### config.mk
export PLATFORM = sky130hd
export DESIGN_NAME = mdio_mgmt_master
export DESIGN_NICKNAME = d
export VERILOG_FILES = /design/src/rtl/mdio_mgmt_pkg.sv /design/src/rtl/mdio_mdc_gen.sv /design/src/rtl/mdio_frame_shifter.sv /design/src/rtl/mdio_mgmt_regs.sv /design/src/rtl/mdio_mgmt_master.sv
export SDC_FILE = /design/constraint.sdc
export NUM_CORES = 1
export LEC_CHECK = 0
export BUFFER_PORTS_ARGS = -buffer_cell sky130_fd_sc_hd__buf_4
export CORE_MARGIN = 10
export CORE_UTILIZATION = 58
export CTS_CLUSTER_DIAMETER = 150
export DETAILED_ROUTE_END_ITERATION = 10
export GPL_TIMING_DRIVEN = 0
export PLACE_DENSITY = 0.77
export REMOVE_ABC_BUFFERS = 1
export SYNTH_ARGS = -nofsm -noshare
export SYNTH_HDL_FRONTEND = slang
export SYNTH_SLANG_ARGS = --single-unit
### constraint.sdc
create_clock -name clk -period 3.9 [get_ports clk]
set_input_delay 0.585 -clock clk [delete_from_list [all_inputs] [get_ports clk]]
set_output_delay 0.585 -clock clk [all_outputs]
set_load 0.1 [all_outputs]
### src/rtl/mdio_mgmt_pkg.sv
// Package: shared constants and types for the management frame master.
// Assumes a 32-bit register interface with word addressing on two bits.
package mdio_mgmt_pkg;
    localparam int FRAME_W     = 32;
    localparam int DIV_W       = 6;
    localparam int PRE_W       = 32;
    localparam int DATA_W      = 16;
    localparam int TA2_IDX     = 16;
    localparam int DONE_BIT    = 23;
    localparam int PRE_OFF_BIT = 7;
    localparam int OP_HI       = 29;
    localparam int OP_LO       = 28;
    localparam logic [1:0] OP_READ     = 2'b10;
    localparam logic [1:0] ADDR_EVENT  = 2'd0;
    localparam logic [1:0] ADDR_FRAME  = 2'd1;
    localparam logic [1:0] ADDR_SPEED  = 2'd2;

    typedef enum logic [1:0] {SH_IDLE, SH_ARM, SH_RUN} sh_state_t;
endpackage

### src/rtl/mdio_mdc_gen.sv
// Module: mdio_mdc_gen
// Divides the module clock into MDC. MDC toggles every `div` clocks. It also
// produces one-cycle strobes in the cycle at whose end MDC rises or falls.
// Assumes `div` == 0 means MDC is stopped and held low.
module mdio_mdc_gen #(
    parameter int DIV_W = 6
) (
    input  logic             clk,
    input  logic             rst_n,
    input  logic [DIV_W-1:0] div,
    output logic             mdc,
    output logic             rise_tick,
    output logic             fall_tick
);
    logic [DIV_W-1:0] cnt;
    logic             wrap;

    // Purpose: flag the last clock of each MDC half period.
    always_comb begin
        wrap      = (div != '0) && (cnt >= div - 1'b1);
        rise_tick = wrap && !mdc;
        fall_tick = wrap && mdc;
    end

    // Purpose: count clocks in the half period and toggle MDC on wrap.
    always_ff @(posedge clk) begin
        if (!rst_n) begin
            cnt <= '0;
            mdc <= 1'b0;
        end else if (div == '0) begin
            cnt <= '0;
            mdc <= 1'b0;
        end else if (wrap) begin
            cnt <= '0;
            mdc <= ~mdc;
        end else begin
            cnt <= cnt + 1'b1;
        end
    end

    // Half-period counter stays inside the divider window once the divider is settled.
    assert_cnt_in_window_R4: assert property (@(posedge clk) disable iff (!rst_n)
        (div != '0 && $stable(div)) |-> (cnt < div));
endmodule

### src/rtl/mdio_frame_shifter.sv
// Module: mdio_frame_shifter
// Sends an optional preamble of ones and then one frame word, MSB first.
// Each bit is launched when MDC falls. For reads it releases the line from
// the second turnaround bit onward and gathers the returned data on MDC
// rising edges. Assumes `start` comes only while idle.
module mdio_frame_shifter
    import mdio_mgmt_pkg::*;
#(
    parameter int FW  = FRAME_W,
    parameter int PW  = PRE_W,
    parameter int DW  = DATA_W
) (
    input  logic          clk,
    input  logic          rst_n,
    input  logic          start,
    input  logic [FW-1:0] word,
    input  logic          pre_off,
    input  logic          rise_tick,
    input  logic          fall_tick,
    input  logic          mdio_in,
    output logic          mdio_out,
    output logic          mdio_oe,
    output logic          busy,
    output logic          done,
    output logic [DW-1:0] rd_data
);
    localparam int TOT     = PW + FW;
    localparam int POS_W   = $clog2(TOT + 1);
    localparam int FIDX_W  = $clog2(FW);
    localparam int REL_POS = TOT - 1 - TA2_IDX;
    localparam int CAP_POS = TOT - DW;

    sh_state_t      state;
    logic [POS_W-1:0] pos;
    logic [FW-1:0]  word_q;
    logic           is_rd;
    logic [DW-1:0]  cap;
    logic [POS_W-1:0] pos_nx;

    // Purpose: value of the bit at slot p of the serial stream.
    function automatic logic bit_at(input logic [POS_W-1:0] p, input logic [FW-1:0] w);
        if (int'(p) < PW) return 1'b1;
        return w[FIDX_W'(TOT - 1 - int'(p))];
    endfunction

    // Purpose: whether the master drives slot p.
    function automatic logic drive_at(input logic [POS_W-1:0] p, input logic rd);
        return !(rd && int'(p) >= REL_POS);
    endfunction

    assign pos_nx  = pos + 1'b1;
    assign busy    = (state != SH_IDLE) || done;
    assign rd_data = cap;

    // Purpose: sequence preamble, frame bits, turnaround release and capture.
    always_ff @(posedge clk) begin
        if (!rst_n) begin
            state    <= SH_IDLE;
            pos      <= '0;
            word_q   <= '0;
            is_rd    <= 1'b0;
            cap      <= '0;
            mdio_out <= 1'b1;
            mdio_oe  <= 1'b0;
            done     <= 1'b0;
        end else begin
            done <= 1'b0;
            case (state)
                SH_IDLE: begin
                    if (start) begin
                        word_q <= word;
                        is_rd  <= (word[OP_HI:OP_LO] == OP_READ);
                        pos    <= pre_off ? POS_W'(PW) : '0;
                        cap    <= '0;
                        state  <= SH_ARM;
                    end
                end
                SH_ARM: begin
                    if (fall_tick) begin
                        mdio_out <= bit_at(pos, word_q);
                        mdio_oe  <= drive_at(pos, is_rd);
                        state    <= SH_RUN;
                    end
                end
                SH_RUN: begin
                    if (fall_tick) begin
                        if (int'(pos) == TOT - 1) begin
                            state    <= SH_IDLE;
                            mdio_out <= 1'b1;
                            mdio_oe  <= 1'b0;
                            done     <= 1'b1;
                        end else begin
                            pos      <= pos_nx;
                            mdio_out <= bit_at(pos_nx, word_q);
                            mdio_oe  <= drive_at(pos_nx, is_rd);
                        end
                    end else if (rise_tick && is_rd && int'(pos) >= CAP_POS) begin
                        cap <= {cap[DW-2:0], mdio_in};
                    end
                end
                default: state <= SH_IDLE;
            endcase
        end
    end

    // A new transaction is only requested while the sequencer is idle.
    assert_start_when_idle_R8: assert property (@(posedge clk) disable iff (!rst_n)
        start |-> (state == SH_IDLE));
    // The line is released in the cycle that reports completion.
    assert_released_at_done_R6: assert property (@(posedge clk) disable iff (!rst_n)
        done |-> !mdio_oe);
endmodule

### src/rtl/mdio_mgmt_regs.sv
// Module: mdio_mgmt_regs
// Holds the event, frame and speed registers. It decides when a frame write
// starts a transaction and writes read data back into the frame register.
// Assumes `done` is a one-cycle pulse and `busy` covers that pulse.
module mdio_mgmt_regs
    import mdio_mgmt_pkg::*;
(
    input  logic             clk,
    input  logic             rst_n,
    input  logic             wr,
    input  logic [1:0]       addr,
    input  logic [31:0]      wdata,
    output logic [31:0]      rdata,
    input  logic             busy,
    input  logic             done,
    input  logic [DATA_W-1:0] rd_data,
    output logic             start,
    output logic [DIV_W-1:0] spd_div,
    output logic             pre_off,
    output logic             flag
);
    logic [31:0] frame_q;
    logic        wr_frame;

    assign wr_frame = wr && (addr == ADDR_FRAME);
    assign start    = wr_frame && !busy && (spd_div != '0);

    // Purpose: frame register; writes are taken only while idle, read data lands on done.
    always_ff @(posedge clk) begin
        if (!rst_n) begin
            frame_q <= '0;
        end else if (wr_frame && !busy) begin
            frame_q <= wdata;
        end else if (done && frame_q[OP_HI:OP_LO] == OP_READ) begin
            frame_q[DATA_W-1:0] <= rd_data;
        end
    end

    // Purpose: speed register with divider and preamble-suppress bit.
    always_ff @(posedge clk) begin
        if (!rst_n) begin
            spd_div <= '0;
            pre_off <= 1'b0;
        end else if (wr && addr == ADDR_SPEED) begin
            spd_div <= wdata[DIV_W:1];
            pre_off <= wdata[PRE_OFF_BIT];
        end
    end

    // Purpose: completion flag, set by done, cleared by write-one.
    always_ff @(posedge clk) begin
        if (!rst_n) begin
            flag <= 1'b0;
        end else if (done) begin
            flag <= 1'b1;
        end else if (wr && addr == ADDR_EVENT && wdata[DONE_BIT]) begin
            flag <= 1'b0;
        end
    end

    // Purpose: read-back multiplexer.
    always_comb begin
        rdata = '0;
        case (addr)
            ADDR_EVENT: rdata[DONE_BIT] = flag;
            ADDR_FRAME: rdata = frame_q;
            ADDR_SPEED: begin
                rdata[DIV_W:1]     = spd_div;
                rdata[PRE_OFF_BIT] = pre_off;
            end
            default: rdata = '0;
        endcase
    end

    // Completion always leaves the flag set in the next cycle.
    assert_flag_after_done_R7: assert property (@(posedge clk) disable iff (!rst_n)
        done |=> flag);
    // A frame write during a transaction leaves the register untouched.
    assert_frame_hold_busy_R8: assert property (@(posedge clk) disable iff (!rst_n)
        (wr_frame && busy && !done) |=> $stable(frame_q));
endmodule

### src/rtl/mdio_mgmt_master.sv
// Module: mdio_mgmt_master (top)
// Management frame master: registers, MDC divider and frame shifter. The
// divider is latched when a transaction starts so speed writes cannot upset
// a frame in flight. Assumes an external tristate pad built from mdio_out/mdio_oe.
module mdio_mgmt_master
    import mdio_mgmt_pkg::*;
(
    input  logic        clk,
    input  logic        rst_n,
    input  logic        reg_wr,
    input  logic [1:0]  reg_addr,
    input  logic [31:0] reg_wdata,
    output logic [31:0] reg_rdata,
    output logic        mdc,
    output logic        mdio_out,
    output logic        mdio_oe,
    input  logic        mdio_in,
    output logic        mgmt_irq
);
    logic             start, busy, done, pre_off, flag;
    logic             rise_tick, fall_tick;
    logic [DIV_W-1:0] spd_div, div_run, div_use;
    logic [DATA_W-1:0] rd_data;

    // Purpose: hold the divider used by the running transaction.
    always_ff @(posedge clk) begin
        if (!rst_n)     div_run <= '0;
        else if (start) div_run <= spd_div;
    end

    assign div_use  = busy ? div_run : spd_div;
    assign mgmt_irq = flag;

    mdio_mgmt_regs i_regs (
        .clk     (clk),
        .rst_n   (rst_n),
        .wr      (reg_wr),
        .addr    (reg_addr),
        .wdata   (reg_wdata),
        .rdata   (reg_rdata),
        .busy    (busy),
        .done    (done),
        .rd_data (rd_data),
        .start   (start),
        .spd_div (spd_div),
        .pre_off (pre_off),
        .flag    (flag)
    );

    mdio_mdc_gen #(.DIV_W(DIV_W)) i_mdc (
        .clk       (clk),
        .rst_n     (rst_n),
        .div       (div_use),
        .mdc       (mdc),
        .rise_tick (rise_tick),
        .fall_tick (fall_tick)
    );

    mdio_frame_shifter i_shift (
        .clk       (clk),
        .rst_n     (rst_n),
        .start     (start),
        .word      (reg_wdata),
        .pre_off   (pre_off),
        .rise_tick (rise_tick),
        .fall_tick (fall_tick),
        .mdio_in   (mdio_in),
        .mdio_out  (mdio_out),
        .mdio_oe   (mdio_oe),
        .busy      (busy),
        .done      (done),
        .rd_data   (rd_data)
    );

    // Line data and enable move only together with a falling MDC.
    assert_mdio_on_fall_R5: assert property (@(posedge clk) disable iff (!rst_n)
        ($changed(mdio_out) || $changed(mdio_oe)) |-> $fell(mdc));
    // With a zero divider and nothing running, MDC is held low.
    assert_mdc_off_R9: assert property (@(posedge clk) disable iff (!rst_n)
        (!busy && spd_div == '0) |=> !mdc);
    // The line is never driven while idle.
    assert_idle_no_drive_R2: assert property (@(posedge clk) disable iff (!rst_n)
        !busy |-> !mdio_oe);
endmodule

After elaboration in Yosys (flattened, before gate mapping)
Index checks and enable logic that the tools add are counted.
{"block": "op_classes", "n_addsub": 5, "mul": 0, "div_mod_pow": 0, "order_cmp": 8, "n_eq_ne": 14, "n_shift": 0, "muxes": 52, "n_bitwise": 2, "n_reduce_logical": 37}
{"operator": "16-bit two-way mux", "count": 5}
{"operator": "16-bit one-hot mux with 2 select lines", "count": 1}
{"operator": "7-bit one-hot mux with 2 select lines", "count": 2}
{"operator": "1-bit two-way mux", "count": 27}
{"operator": "7-bit by 6-bit greater-or-equal comparator with 1-bit output, second input constant", "count": 3}
{"operator": "7-bit two-way mux", "count": 3}
{"operator": "15-bit two-way mux", "count": 1}
{"operator": "1-bit logical AND", "count": 14}
{"operator": "5-bit by 7-bit less-than comparator with 1-bit output, second input constant", "count": 2}
{"operator": "7-bit by 6-bit less-than comparator with 1-bit output, second input constant", "count": 2}
{"operator": "6-bit two-way mux", "count": 2}
{"operator": "4-bit AND reduction", "count": 3}
{"operator": "6-bit nonzero test", "count": 2}
{"operator": "1-bit binary-select mux with 5-bit select", "count": 2}
{"operator": "2-bit inequality test, second input constant", "count": 5}
{"operator": "2-bit nonzero test", "count": 5}
{"operator": "5-bit subtractor, first input constant", "count": 2}
{"operator": "2-bit equality test, second input constant", "count": 4}
{"operator": "2-bit two-way mux", "count": 4}
{"operator": "8-bit two-way mux", "count": 1}
{"operator": "7-bit by 1-bit adder with 7-bit output, second input constant", "count": 1}
{"operator": "7-bit equality test, second input constant", "count": 1}
{"operator": "6-bit by 1-bit adder with 6-bit output, second input constant", "count": 1}
{"operator": "6-bit greater-or-equal comparator", "count": 1}
{"operator": "other kinds (14)", "count": 24}
{"block": "word_totals", "reg_bits": 114, "latch_bits": 0, "mem_bits_rw": 0, "mem_bits_ro": 0, "inputBits": 38, "out_inout_bits": 36, "wordCells": 134, "memories": 0}

Longest topological paths before layout
{"block": "logic_depth", "depth_word": 14, "mapped_depth": 15, "mapped_depth_nobuf": 12}

By module
Synthesis repeated with hierarchy kept, for this count alone.
{"block": "hier_totals", "hier_cells": 698, "hier_area_um2": 5985.7}
{"mod": "mdio_frame_shifter", "instances": 1, "cells_per_inst": 366, "area_each_um2": 3231.8, "seq_area_each_um2": 1221.2}
{"mod": "mdio_mgmt_regs", "instances": 1, "cells_per_inst": 247, "area_each_um2": 1913.1, "seq_area_each_um2": 800.8}
{"mod": "mdio_mdc_gen", "instances": 1, "cells_per_inst": 59, "area_each_um2": 514.2, "seq_area_each_um2": 140.1}
{"mod": "mdio_mgmt_master", "instances": 1, "cells_per_inst": 26, "area_each_um2": 326.6, "seq_area_each_um2": 120.1}

Least setup slack after synthesis
No wires, ideal clock.
{"block": "synth_timing", "kind": "reg-to-reg", "from": "register i_shift.state[0]", "to": "register i_shift.cap[10] (netlist: i_shift.rd_data[10])", "setup_time_ns": 0.059, "arrival_time_ns": 3.269, "required_ns": 3.841, "path_slack_ns": 0.573, "stages_incl_launch_ff": 15, "path_buffers": 3, "period_less_slack_ns": 3.327, "cell_sequence": "dfxtp_1 -> buf_6 -> nor3_4 -> mux2_2 -> and3_4 -> buf_6 -> xnor2_1 -> ha_1 -> and4_1 -> and2_0 -> a221o_1 -> o21ai_2 -> nor4_4 -> buf_4 -> a22o_1"}
{"block": "synth_via", "elab_chain_len": 11, "word_cells_on_any_way": 22, "cone_classes": "1 x add/sub; 1 x order compare; 4 x eq/ne; 2 x mux; 14 x reduce/logical"}
{"element": "from (decl)", "line": "mdio_frame_shifter.sv:33", "source": "sh_state_t state;"}
{"element": "from (signal assigned)", "line": "mdio_frame_shifter.sv:58", "source": "state <= SH_IDLE;"}
{"element": "from (signal assigned)", "line": "mdio_frame_shifter.sv:75", "source": "state <= SH_ARM;"}
{"element": "from (signal assigned)", "line": "mdio_frame_shifter.sv:82", "source": "state <= SH_RUN;"}
{"element": "2-bit nonzero test", "line": "mdio_frame_shifter.sv:52", "source": "assign busy = (state != SH_IDLE) || done;"}
{"element": "1-bit logical OR", "line": "mdio_frame_shifter.sv:52"}
{"element": "6-bit two-way mux", "line": "mdio_mgmt_master.sv:31", "source": "assign div_use = busy ? div_run : spd_div;"}
{"element": "6-bit by 1-bit subtractor with 6-bit output", "line": "mdio_mdc_gen.sv:20", "source": "wrap = (div != '0) && (cnt >= div - 1'b1);"}
{"element": "6-bit greater-or-equal comparator", "line": "mdio_mdc_gen.sv:20"}
{"element": "1-bit logical AND", "line": "mdio_mdc_gen.sv:20"}
{"element": "1-bit logical AND", "line": "mdio_mdc_gen.sv:21", "source": "rise_tick = wrap && !mdc;"}
{"element": "1-bit logical AND (2 in a row)", "line": "mdio_frame_shifter.sv:97", "source": "end else if (rise_tick && is_rd && int'(pos) >= CAP_POS) begin"}
{"element": "2-bit by 1-bit inequality test with 1-bit output (no source line)"}
{"element": "4-bit AND reduction (no source line)"}
{"element": "to (signal assigned)", "line": "mdio_frame_shifter.sv:98", "source": "cap <= {cap[DW-2:0], mdio_in};"}
{"element": "to (decl)", "line": "mdio_frame_shifter.sv:37", "source": "logic [DW-1:0] cap;"}
Parallel ways exist; a longest one is shown, timed or not.
A chain may end at the register's enable or synchronous reset.

Worst setup path after layout
{"block": "layout_timing", "from": "register i_shift.done", "to": "register i_shift.pos[3]"}
{"block": "layout_via", "elab_chain_len": 8, "word_cells_on_any_way": 13, "cone_classes": "1 x add/sub; 1 x order compare; 2 x eq/ne; 1 x mux; 8 x reduce/logical"}
{"element": "from (decl)", "line": "mdio_frame_shifter.sv:24", "source": "output logic done,"}
{"element": "from (signal assigned)", "line": "mdio_frame_shifter.sv:65", "source": "done <= 1'b0;"}
{"element": "from (signal assigned)", "line": "mdio_frame_shifter.sv:67", "source": "done <= 1'b0;"}
{"element": "from (signal assigned)", "line": "mdio_frame_shifter.sv:91", "source": "done <= 1'b1;"}
{"element": "1-bit logical OR (*)", "line": "mdio_frame_shifter.sv:52"}
{"element": "6-bit two-way mux", "line": "mdio_mgmt_master.sv:31"}
{"element": "6-bit by 1-bit subtractor with 6-bit output", "line": "mdio_mdc_gen.sv:20"}
{"element": "6-bit greater-or-equal comparator", "line": "mdio_mdc_gen.sv:20"}
{"element": "1-bit logical AND", "line": "mdio_mdc_gen.sv:20"}
{"element": "1-bit logical AND", "line": "mdio_mdc_gen.sv:22", "source": "fall_tick = wrap && mdc;"}
{"element": "2-bit inequality test (no source line)"}
{"element": "4-bit AND reduction (no source line) (*)"}
{"element": "to (signal assigned)", "line": "mdio_frame_shifter.sv:73", "source": "pos <= pre_off ? POS_W'(PW) : '0;"}
{"element": "to (signal assigned)", "line": "mdio_frame_shifter.sv:93", "source": "pos <= pos_nx;"}
{"element": "to (decl)", "line": "mdio_frame_shifter.sv:34", "source": "logic [POS_W-1:0] pos;"}
Mark *: on every way between the ends. The rest lies on a longest branch, timed or not.

==> run metrics <==
RSZ-0062 raised after global routing=no; WP buf/inv=1; Tmin final=3610 ps; Slew Viols, Final=0; Max VDD drop=0.334 mV; Pleak=about 2.7 nW; final critical-path share of the clock period=approximately 90%; die area=14100 um^2; slew at the pin closest to its max-slew limit=1170 ps; number of clock sinks=114; simple-gate share of the synthesized area=20.2%; synthesized cell area=5670 um^2; pwr/cell area=437 nW/um^2; # hold bufs at CTS=0; Yosys warnings=0; fin worst setup slack=290 ps; sequential share of the synthesized area=between 40% and 50%; Avg Cell Area, Syn=8.90 um^2; fraction of registers with async set or reset after synthesis=0%; area grow syn2layout=21.5%; Ports=74; Seq cells post-synth=between 100 and 150; Req. time, crit path=4340 ps; post-route ant nets=0; status=complete, no violations; synth cell count leaders=nand2_1, dfxtp_1, a21oi_1, nor2_1, clkbuf_1; Core Box Area=9640 um^2; final cell count without fillers=838; First-pass DRT Iterations=5; Root Driver=clkbuf_8; first-pass GRT wire length=23700 um; row cnt=36; CP top delay family=simple AND/OR/NAND/NOR gates; count of final hold-check violations=0; layout cell share with drive strength beyond 1=20.9%; GR Util All Layers=~20%; most common cell in the synthesized netlist=nand2_1; Starting DRT DRC Count=roughly 330; Bufs on Longest Clock Path=2; Syn Inst Count=637; total congestion overflow=0; dpl cell area=roughly 6200 um^2; Synth cell types=62; pre-CTS setup slack=-1550 ps; top post-synthesis cells by area=dfxtp_1, nand2_1, mux4_2; cell taking the most area after synthesis=dfxtp_1; maximum clock frequency=about 0.28 GHz; DR vias=4928; largest net degree at the start of global routing=52; Max stage delay on crit path=560 ps; Starting Density=58.8%; Die Ht=around 120 um; top_reg_cell synth=dfxtp_1; Rel. slew slack=a little over a fifth; latest clock arrival within the worst-skew pair=slightly above 500 ps; WL final=14600 um; vias in the first global route=4789; Post-synth EDFFs=0; Critical Path Sink Type=register; CP Launch Type=register; clock skew=8.30 ps; Synth Area in Adders=approximately 2.6%; CP max-delay cell=dfxtp_1; CP Cell Sequence=nor3_4 > buf_4 > a2111oi_2 > and3_4 > xnor2_1 > ha_1 > and4_1 > and2_0 > a221oi_4 > a211oi_4 > mux2_1 > nor2_1; Worst Hold Class=in2reg; CTS tree=built; # Max-Cap Violations=0; largest family of logic cells by synthesized area=simple AND/OR/NAND/NOR gates; Compound-Gate Fraction of Synth Area=between 10% and 20%; Die Span X=between 100 and 150 um; kind of critical path=reg2reg; DRC=0; crit path DAT=4050 ps; total CTS buffers=17; H-tree Lvls=4; n_diodes=0; Clk pin slew, worst setup/hold paths=60 ps; fin nets=741; Vias/cell=just under 6; DP Cell Count=799; initial antenna violation count=0; GPL Wtd Cong=0.868; XOR/XNOR Fraction of Synth Area=between 2 and 2.5%; cell area after layout=6890 um^2; Setup TNS=0 ps; WL/cell=17.4 um; post-synthesis mux area share=between 10% and 20%; DP Wirelength=slightly below 10000 um; Final setup viols=0; number of buffers added on ports=73; crit path max fanout=10; Synth top area share=between 40% and 50%
[cell usage in the layout (no fill, tap or decap), types with 3 or more instances in the layout]
master        n
nand2_1     125
dfxtp_1     113
buf_4        78
a21oi_1      68
nor2_1       41
and2_1       24
mux2i_1      24
a22o_1       17
nand3_1      17
mux4_2       17
a211oi_1     16
clkbuf_16    16
nor2b_1      12
a22oi_1      11
ha_1         10
xnor2_1       9
xor2_1        7
inv_1         6
nor3_1        6
nand3b_1      6
o21ai_0       5
clkbuf_8      5
and3_1        4
clkinv_2      4
o31a_1        3
a21o_1        3
mux2_2        3
o21ai_1       3
clkinvlp_4    3
bufinv_16     3
[routing by layer]
metal  global-route usage, %  part of all wire (%)  vias to the layer above
met5                       0                     0                        -
met4                    6.56                   1.4                        0
met3                    5.81                   6.1                       18
met2                    34.6                    49                      168
met1                    24.0                    43                     2373
li1                        -                     -                     2369
[layout make-up]
class / instances / area (um^2)
timing repair buffer: 81 / 641
fill: 770 / 2750
clock inverter: 9 / 128
tap: 133 / 166
multi-input combinational: 471 / 3160
sequential: 114 / 2280
inverter: 7 / 27.5
clock buffer: 23 / 477
[timing repair]
action	CTS	global route
pin swaps	1	1
gates resized for setup	2	1
setup endpoints to repair	20	23
cloned	1	0
setup buffers	1	5
[registers in the layout, indices dropped and copies added, names as in the netlist]
name,count
i_shift.pos,7
div_run,6
i_shift.rd_data,16
i_regs.flag,1
i_regs.spd_div,6
i_mdc.mdc,1
i_shift.done,1
i_shift.state,2
i_shift.mdio_oe,1
i_shift.word_q,32
i_shift.is_rd,1
i_regs.frame_q,32
i_regs.pre_off,1
i_mdc.cnt,6
i_shift.mdio_out,1
[logic make-up (layout without fill, tap and decap cells)]
group | after synthesis | after routing
AO/OA/AOI/OAI | 150 | 151
XOR/XNOR | 16 | 16
adder cells (fa/ha/maj) | 12 | 12
buffers and inverters | 53 | 120
flip-flops | 114 | 114
multiplexers | 46 | 46
AND/OR/NAND/NOR | 246 | 246
[final timing paths]
| check | from | end | slack [ps] | cells past startpoint |
|---|---|---|---|---|
| hold / removal | mdio_in | i_shift.rd_data[0]$_SDFFE_PN0P_ | 300 | 2 |
| setup / recovery | i_shift.done$_SDFF_PN0_ | i_shift.pos[3]$_SDFFE_PN0P_ | 290 | 12 |
| setup reg to reg | i_shift.done$_SDFF_PN0_ | i_shift.pos[3]$_SDFFE_PN0P_ | 290 | 12 |
| hold reg to reg | i_regs.frame_q[16]$_SDFFE_PN0P_ | i_regs.frame_q[16]$_SDFFE_PN0P_ | 450 | 2 |
[worst register-to-register path: cells and delay by family (launching register included)]
kind                     cells  cell delay [ps]
flip-flops                   1              560
adder cells (fa/ha/maj)      1              310
AND/OR/NAND/NOR              5             1050
AO/OA/AOI/OAI                3             1010
buffers and inverters        1              170
multiplexers                 1              380
XOR/XNOR                     1               80
[metrics by stage]
stage               total power, W  hold WS [ps]  utilization, %
global route               0.00309           300            71.4
CTS                        0.00302           288            71.0
finish                     0.00301           296            71.4
floorplan                  0.00137           425               -
global placement           0.00145           438            64.0
detailed placement         0.00146           442            64.4
[power breakdown]
group	internal (W)	leakage, nW	switching (W)
Clock	0.00104	0.290	0.000524
Sequential	0.00119	0.923	0.0000188
Combinational	0.0000854	1.49	0.000150
Total	0.00231	2.70	0.000693
No activity file was read; power rests on OpenSTA's default activity.
